`config.mk`:
```
export PLATFORM = sky130hd
export DESIGN_NAME = refsel_top
export DESIGN_NICKNAME = d
export VERILOG_FILES = /design/src/rtl/refsel_pkg.sv /design/src/rtl/refsel_cmp.sv /design/src/rtl/refsel_pick.sv /design/src/rtl/refsel_top.sv
export SDC_FILE = /design/constraint.sdc
export NUM_CORES = 1
export LEC_CHECK = 0
export CAP_MARGIN = 20
export CORE_MARGIN = 4
export CORE_UTILIZATION = 28
export CTS_CLUSTER_DIAMETER = 50
export CTS_CLUSTER_SIZE = 8
export DETAILED_ROUTE_END_ITERATION = 7
export PLACE_DENSITY = 0.55
export REMOVE_ABC_BUFFERS = 1
export SYNTH_ARGS = -nofsm -noshare
export SYNTH_HDL_FRONTEND = slang
export SYNTH_HIERARCHICAL = 1
export SYNTH_SLANG_ARGS = --single-unit
```
`constraint.sdc`:
```
create_clock -name clk -period 12.8 [get_ports clk]
set_clock_uncertainty 0.05 [all_clocks]
set_input_delay 2.56 -clock clk [delete_from_list [all_inputs] [get_ports clk]]
set_output_delay 2.56 -clock clk [all_outputs]
set_load 0.05 [all_outputs]
```
`src/rtl/refsel_pkg.sv`:
```
package refsel_pkg;

    localparam int NSRC = 3;

    typedef enum logic [1:0] {
        M_NONE   = 2'd0,
        M_PAIR   = 2'd1,
        M_SINGLE = 2'd2,
        M_ATT    = 2'd3
    } sel_mode_t;

    typedef struct packed {
        sel_mode_t  mode;
        logic [1:0] ia;
        logic [1:0] ib;
        logic       dual;
    } sel_plan_t;

    typedef struct packed {
        logic [NSRC-1:0] failed;
        logic            degraded;
        logic            invalid;
        logic            alarm;
    } sel_flags_t;

endpackage

```
`src/rtl/refsel_cmp.sv`:
```
module refsel_cmp #(
    parameter int DW = 16,
    parameter int CW = 8
) (
    input  logic          clk,
    input  logic          rst,
    input  logic          sample_i,
    input  logic          elig_i,
    input  logic [DW-1:0] self_i,
    input  logic [DW-1:0] peer_a_i,
    input  logic [DW-1:0] peer_b_i,
    input  logic [DW-1:0] thresh_i,
    input  logic [CW-1:0] persist_i,
    output logic          lat_q_o,
    output logic          lat_n_o
);
    localparam logic [CW-1:0] CNT_MAX = {CW{1'b1}};

    logic [CW-1:0] cnt_q;
    logic [CW-1:0] lim;
    logic          dis;
    logic          trip;

    function automatic logic [DW:0] adiff(input logic [DW-1:0] a, input logic [DW-1:0] b);
        logic signed [DW:0] x;
        x = $signed({a[DW-1], a}) - $signed({b[DW-1], b});
        return x[DW] ? (-x) : x;
    endfunction

    always_comb begin
        lim  = (persist_i == '0) ? CW'(1) : persist_i;
        dis  = elig_i && (adiff(self_i, peer_a_i) > {1'b0, thresh_i})
                      && (adiff(self_i, peer_b_i) > {1'b0, thresh_i});
        trip = sample_i && dis && (({1'b0, cnt_q} + (CW+1)'(1)) >= {1'b0, lim});
        lat_n_o = lat_q_o | trip;
    end

    always_ff @(posedge clk) begin
        if (rst) begin
            cnt_q   <= '0;
            lat_q_o <= 1'b0;
        end else begin
            lat_q_o <= lat_n_o;
            if (sample_i) begin
                if (!dis)
                    cnt_q <= '0;
                else if (cnt_q != CNT_MAX)
                    cnt_q <= cnt_q + CW'(1);
            end
        end
    end

endmodule

```
`src/rtl/refsel_pick.sv`:
```
module refsel_pick
    import refsel_pkg::*;
(
    input  logic [NSRC-1:0] valid_i,
    input  logic [NSRC-1:0] nav_i,
    input  logic [NSRC-1:0] lat_i,
    output sel_plan_t       plan_o,
    output logic [NSRC-1:0] failed_o
);
    logic [NSRC-1:0] live;
    logic [NSRC-1:0] navok;
    logic            any_nav;

    always_comb begin
        live     = valid_i & ~lat_i;
        navok    = live & nav_i;
        any_nav  = |navok;
        failed_o = ~valid_i | lat_i | (any_nav ? ~nav_i : '0);
        plan_o   = '{mode: M_NONE, ia: 2'd0, ib: 2'd0, dual: 1'b0};
        if (any_nav) begin
            case (navok)
                3'b111: plan_o = '{mode: M_PAIR,   ia: 2'd0, ib: 2'd1, dual: 1'b0};
                3'b011: plan_o = '{mode: M_PAIR,   ia: 2'd0, ib: 2'd1, dual: 1'b1};
                3'b101: plan_o = '{mode: M_PAIR,   ia: 2'd0, ib: 2'd2, dual: 1'b1};
                3'b110: plan_o = '{mode: M_PAIR,   ia: 2'd1, ib: 2'd2, dual: 1'b1};
                3'b001: plan_o = '{mode: M_SINGLE, ia: 2'd0, ib: 2'd0, dual: 1'b0};
                3'b010: plan_o = '{mode: M_SINGLE, ia: 2'd1, ib: 2'd1, dual: 1'b0};
                default: plan_o = '{mode: M_SINGLE, ia: 2'd2, ib: 2'd2, dual: 1'b0};
            endcase
        end else if (live[0]) begin
            plan_o = '{mode: M_ATT, ia: 2'd0, ib: 2'd0, dual: 1'b0};
        end else if (live[1]) begin
            plan_o = '{mode: M_ATT, ia: 2'd1, ib: 2'd1, dual: 1'b0};
        end else if (live[2]) begin
            plan_o = '{mode: M_ATT, ia: 2'd2, ib: 2'd2, dual: 1'b0};
        end
    end

endmodule

```
`src/rtl/refsel_top.sv`:
```
module refsel_top
    import refsel_pkg::*;
#(
    parameter int DW = 16,
    parameter int CW = 8
) (
    input  logic               clk,
    input  logic               rst,
    input  logic               sample_i,
    input  logic [3*DW-1:0]    src_data_i,
    input  logic [2:0]         src_valid_i,
    input  logic [2:0]         src_nav_i,
    input  logic [DW-1:0]      cfg_thresh_i,
    input  logic [CW-1:0]      cfg_persist_i,
    output logic [DW-1:0]      sel_value_o,
    output logic [2:0]         src_failed_o,
    output logic               degraded_o,
    output logic               out_invalid_o,
    output logic               cmp_alarm_o
);
    logic [NSRC-1:0][DW-1:0] dv;
    logic [NSRC-1:0]         lat_q;
    logic [NSRC-1:0]         lat_n;
    logic                    elig;
    sel_plan_t               plan;
    logic [NSRC-1:0]         fail_c;
    logic [DW-1:0]           val_c;
    sel_flags_t              flg_c;

    assign dv   = src_data_i;
    assign elig = (src_valid_i == '1) && (lat_q == '0);

    generate
        for (genvar i = 0; i < NSRC; i++) begin : g_cmp
            refsel_cmp #(.DW(DW), .CW(CW)) u_cmp (
                .clk       (clk),
                .rst       (rst),
                .sample_i  (sample_i),
                .elig_i    (elig),
                .self_i    (dv[i]),
                .peer_a_i  (dv[(i+1)%NSRC]),
                .peer_b_i  (dv[(i+2)%NSRC]),
                .thresh_i  (cfg_thresh_i),
                .persist_i (cfg_persist_i),
                .lat_q_o   (lat_q[i]),
                .lat_n_o   (lat_n[i])
            );
        end
    endgenerate

    refsel_pick u_pick (
        .valid_i  (src_valid_i),
        .nav_i    (src_nav_i),
        .lat_i    (lat_n),
        .plan_o   (plan),
        .failed_o (fail_c)
    );

    function automatic logic [DW-1:0] src_at(input logic [1:0] idx, input logic [NSRC-1:0][DW-1:0] d);
        case (idx)
            2'd0:    return d[0];
            2'd1:    return d[1];
            default: return d[2];
        endcase
    endfunction

    function automatic logic [DW-1:0] half_sum(input logic [DW-1:0] a, input logic [DW-1:0] b);
        logic signed [DW:0] s;
        logic signed [DW:0] h;
        s = $signed({a[DW-1], a}) + $signed({b[DW-1], b});
        h = s >>> 1;
        return h[DW-1:0];
    endfunction

    function automatic logic [DW:0] adiff(input logic [DW-1:0] a, input logic [DW-1:0] b);
        logic signed [DW:0] x;
        x = $signed({a[DW-1], a}) - $signed({b[DW-1], b});
        return x[DW] ? (-x) : x;
    endfunction

    always_comb begin
        logic [DW-1:0] va;
        logic [DW-1:0] vb;
        va = src_at(plan.ia, dv);
        vb = src_at(plan.ib, dv);
        flg_c = '{failed: fail_c, degraded: 1'b0, invalid: 1'b0, alarm: 1'b0};
        val_c = '0;
        case (plan.mode)
            M_PAIR: begin
                val_c       = half_sum(va, vb);
                flg_c.alarm = plan.dual && (adiff(va, vb) > {1'b0, cfg_thresh_i});
            end
            M_SINGLE: val_c = va;
            M_ATT: begin
                val_c          = va;
                flg_c.degraded = 1'b1;
            end
            default: flg_c.invalid = 1'b1;
        endcase
    end

    always_ff @(posedge clk) begin
        if (rst) begin
            sel_value_o   <= '0;
            src_failed_o  <= '0;
            degraded_o    <= 1'b0;
            out_invalid_o <= 1'b1;
            cmp_alarm_o   <= 1'b0;
        end else if (sample_i) begin
            sel_value_o   <= val_c;
            src_failed_o  <= flg_c.failed;
            degraded_o    <= flg_c.degraded;
            out_invalid_o <= flg_c.invalid;
            cmp_alarm_o   <= flg_c.alarm;
        end
    end

endmodule

```
==> metrics.txt <==
# TYPE chip_impl_metric gauge
chip_impl_info{name="run_status",value="complete, no violations"} 1
chip_impl_metric{name="critPathArrivalTime",unit="ns"} 12.39
chip_impl_metric{name="seq_total_area_yosys",unit=""} 0.05952
chip_impl_metric{name="ys_ff_latch",unit=""} 49
chip_impl_metric{name="initial_detailed_routing_violation_count",unit=""} 1279
chip_impl_metric{name="synthesis.area",unit="sq mm"} 0.01648
chip_impl_metric{name="synthDistinctLibCells",unit=""} 102
chip_impl_metric{name="layout-drive-gt1-share",unit=""} 0.09761
chip_impl_metric{name="postCtsHoldBufs",unit=""} 0
chip_impl_metric{name="antenna_violating_nets_post_route",unit=""} 0
chip_impl_metric{name="drtPass1Iterations",unit=""} 5
chip_impl_metric{name="hold_violations",unit=""} 0
chip_impl_metric{name="ir_worst_vdd",unit="uV"} 43.28
chip_impl_metric{name="ff_latch_area",unit="sq um"} 980.9
chip_impl_metric{name="cp.required",unit="ns"} 12.95
chip_impl_metric{name="power_density",unit="mW/mm^2"} 90.11
chip_impl_metric{name="max_clock_freq",unit="MHz"} 81.67
chip_impl_info{name="critical_path.reg2reg.startpoint",value="g_cmp[1].u_cmp/lat_q_o$_SDFF_PP0_"} 1
chip_impl_metric{name="cap_viol_max_count",unit=""} 0
chip_impl_metric{name="n_antenna_cell",unit=""} 0
chip_impl_metric{name="via_count_of_the_first_global_routing_pass",unit=""} 16450
chip_impl_metric{name="std_cell_rows",unit=""} 88
chip_impl_metric{name="worstPathMaxFanout",unit=""} 7
chip_impl_metric{name="via_count_of_the_routed_design",unit=""} 17380
chip_impl_info{name="cts_tree",value="done"} 1
chip_impl_metric{name="remaining_global_route_overflow",unit=""} 0
chip_impl_metric{name="worst_path_largest_cell_delay",unit="ns"} 0.77
chip_impl_metric{name="placedCellCount",unit=""} 3178
chip_impl_metric{name="finalHoldWorstSlack",unit="ns"} 0.4275
chip_impl_info{name="synth-main-ff-cell",value="sky130_fd_sc_hd__dfxtp_1"} 1
chip_impl_metric{name="place_area",unit="sq mm"} 0.01887
chip_impl_metric{name="timing.slew.headroom",unit=""} 0.2244
chip_impl_metric{name="start_util",unit=""} 0.2840
chip_impl_metric{name="die-height",unit="um"} 250.6
chip_impl_info{name="min_path_type",value="flip-flop to flip-flop"} 1
chip_impl_metric{name="wl_per_instance",unit="um"} 19.46
chip_impl_metric{name="die-width",unit="um"} 250.6
chip_impl_info{name="synth.top_cells.by_area",value="sky130_fd_sc_hd__ha_1, sky130_fd_sc_hd__xnor2_1, sky130_fd_sc_hd__dfxtp_1, sky130_fd_sc_hd__inv_1, sky130_fd_sc_hd__xor2_1"} 1
chip_impl_metric{name="timing.final.max_slew_violations",unit=""} 0
chip_impl_metric{name="clockBufferDepth",unit=""} 2
chip_impl_info{name="clock-root-buffer",value="sky130_fd_sc_hd__clkbuf_16"} 1
chip_impl_metric{name="cts.reportedPaths.clkPinSlew",unit="ns"} 0.07
chip_impl_metric{name="coreArea",unit="sq mm"} 0.05803
chip_impl_metric{name="finalNonFillerCells",unit=""} 3193
chip_impl_metric{name="tightestPinTransition",unit="ns"} 1.157
chip_impl_metric{name="multi_input_area",unit="sq mm"} 0.01429
chip_impl_info{name="ys_top_cells_by_count",value="sky130_fd_sc_hd__ha_1, sky130_fd_sc_hd__inv_1, sky130_fd_sc_hd__nor2_1, sky130_fd_sc_hd__a21oi_1, sky130_fd_sc_hd__nand2_1"} 1
chip_impl_metric{name="timing.setup.tns",unit="ns"} 0
chip_impl_metric{name="floorplan.die_area",unit="sq mm"} 0.06281
chip_impl_metric{name="dp_hpwl",unit="um"} 51080
chip_impl_metric{name="grt_start_max_net_pins",unit=""} 56
chip_impl_metric{name="clock-sinks",unit=""} 49
chip_impl_info{name="hp-start",value="degraded_o$_SDFFE_PP0P_"} 1
chip_impl_metric{name="avgViaCountPerCell",unit=""} 5.443
chip_impl_metric{name="io_pins",unit=""} 103
chip_impl_metric{name="overall_power",unit="mW"} 1.737
chip_impl_metric{name="final_core_utilization",unit=""} 0.3323
chip_impl_metric{name="grt_antenna_before_repair",unit=""} 3
chip_impl_metric{name="insertion_delay",unit="ns"} 0.30
chip_impl_metric{name="ys_warn_count",unit=""} 6
chip_impl_info{name="worst_setup_path_start_kind",value="input pin"} 1
chip_impl_metric{name="yosysTopAreaCellShare",unit=""} 0.2080
chip_impl_metric{name="wl_final",unit="um"} 62150
chip_impl_metric{name="ctsHtreeMaxLevel",unit=""} 2
chip_impl_metric{name="post_synthesis_average_cell_area",unit="sq um"} 7.200
chip_impl_metric{name="placement.setup.worst_slack",unit="ns"} -0.09415
chip_impl_metric{name="io_buffers",unit=""} 102
chip_impl_info{name="critical-path-slowest-cell",value="sky130_fd_sc_hd__clkdlybuf4s50_1"} 1
chip_impl_metric{name="setup_viol",unit=""} 0
chip_impl_metric{name="grt_usage",unit=""} 0.1885
chip_impl_metric{name="cts-buffers-inserted",unit=""} 5
chip_impl_info{name="synth_top_area_cell",value="sky130_fd_sc_hd__ha_1"} 1
chip_impl_metric{name="cellLeakagePower",unit="nW"} 9.167
chip_impl_metric{name="layout-area-overhead-vs-synth",unit="%"} 16.99
chip_impl_info{name="synth_most_common_cell",value="sky130_fd_sc_hd__ha_1"} 1
chip_impl_metric{name="setup_ws",unit="ns"} 0.5549
chip_impl_metric{name="fin_crit_sh",unit=""} 0.9567
chip_impl_metric{name="synth_edf_count",unit=""} 0
chip_impl_metric{name="synthArstFlopShare",unit=""} 0
chip_impl_metric{name="routabilityCongestion",unit=""} 0.9161
chip_impl_info{name="critical_path.startpoint",value="src_data_i[5]"} 1
chip_impl_metric{name="drcViolationCount",unit=""} 0
chip_impl_metric{name="filler_cell_count",unit=""} 6148
chip_impl_metric{name="period_needed",unit="ns"} 12.25
chip_impl_metric{name="final_area",unit="sq mm"} 0.01928
chip_impl_metric{name="global_route_wire_length_before_repair",unit="um"} 94330
chip_impl_info{name="timing.critical_path.to_type",value="flip-flop"} 1
chip_impl_metric{name="syn-instance-count",unit=""} 2289
chip_impl_metric{name="fin_nets",unit=""} 2790
chip_impl_info{name="criticalPathCategory",value="input pin to flip-flop"} 1
## sequential cells by signal (all words and copies together), names as in the netlist
signal and count:
cmp_alarm_o 1, degraded_o 1, g_cmp.u_cmp/cnt_q 24, g_cmp.u_cmp/lat_q_o 3, out_invalid_o 1, sel_value_o 16, src_failed_o 3
## cell type report
cell class              count  area share
inverters                 252     0.04906
flip-flops and latches     49     0.05088
clock buffers               6    0.007203
repair buffers            220      0.1003
multi-input cells        1899      0.7409
well taps                 765     0.04964
clock inverters             2    0.001947
## layout by cell type, fill, tap and decap left out, types with 34 or more instances in the layout
cell and count:
sky130_fd_sc_hd__o21ai_0 103, sky130_fd_sc_hd__clkdlybuf4s50_1 85, sky130_fd_sc_hd__nand2b_1 45, sky130_fd_sc_hd__nand2_1 147, sky130_fd_sc_hd__xnor2_1 129, sky130_fd_sc_hd__and3_1 40
sky130_fd_sc_hd__nor2_1 169, sky130_fd_sc_hd__nor3_1 49, sky130_fd_sc_hd__nand4_1 34, sky130_fd_sc_hd__nor2b_1 36, sky130_fd_sc_hd__a31oi_1 48, sky130_fd_sc_hd__a21oi_1 146
sky130_fd_sc_hd__buf_4 118, sky130_fd_sc_hd__inv_1 250, sky130_fd_sc_hd__ha_1 274, sky130_fd_sc_hd__nand3_1 54, sky130_fd_sc_hd__mux2i_1 40, sky130_fd_sc_hd__a21o_1 67
sky130_fd_sc_hd__xor2_1 86, sky130_fd_sc_hd__dfxtp_1 49
## cell families (layout without fill, tap and decap cells)
family          Yosys count  count (layout)  share of synthesized area
mux                      47              47                    0.02908
buf+inv                 341             480                    0.08351
flops                    49              49                    0.05952
compound gates          658             658                     0.2759
xor+xnor                220             220                     0.1183
simple gates            692             692                     0.2160
fa+ha+maj               282             282                     0.2177
## what timing repair did
action / 4_1_cts / 5_1_grt
buffers inserted: 0 / 7
endpoints found under the setup margin: 0 / 1
gates resized for setup: 0 / 47
## power breakdown
| group | leakage (nW) | switching [mW] | internal [mW] |
|---|---|---|---|
| clock | 0.0831 | 0.0639 | 0.0977 |
| combinational | 8.68 | 0.812 | 0.601 |
| sequential | 0.400 | 0.00408 | 0.159 |
## worst paths after layout
| path | end | slack [ns] | depth (start not counted) |
|---|---|---|---|
| worst max-delay path | cmp_alarm_o$_SDFFE_PP0P_ | 0.55 | 47 |
| worst min-delay path | degraded_o$_SDFFE_PP0P_ | 0.43 | 2 |
| worst max register to register | cmp_alarm_o$_SDFFE_PP0P_ | 4.81 | 34 |
| worst min register to register | degraded_o$_SDFFE_PP0P_ | 0.43 | 2 |
## critical path: cells and delay by family
| kind | cells | cell delay [ns] |
|---|---|---|
| AO/OA/AOI/OAI | 26 | 5.16 |
| buffers and inverters | 7 | 1.58 |
| adder cells (fa/ha/maj) | 5 | 1.52 |
| AND/OR/NAND/NOR | 6 | 0.94 |
| XOR/XNOR | 2 | 0.50 |
| multiplexers | 1 | 0.12 |
## metal layers
metal,routed length [um],vias up,GRT usage
li1,-,8499,-
met1,27790,8250,0.2495
met2,28760,525,0.3227
met3,3214,105,0.01848
met4,2385,0,0.05896
met5,0,-,0
Power figures use the tool's default switching activity.
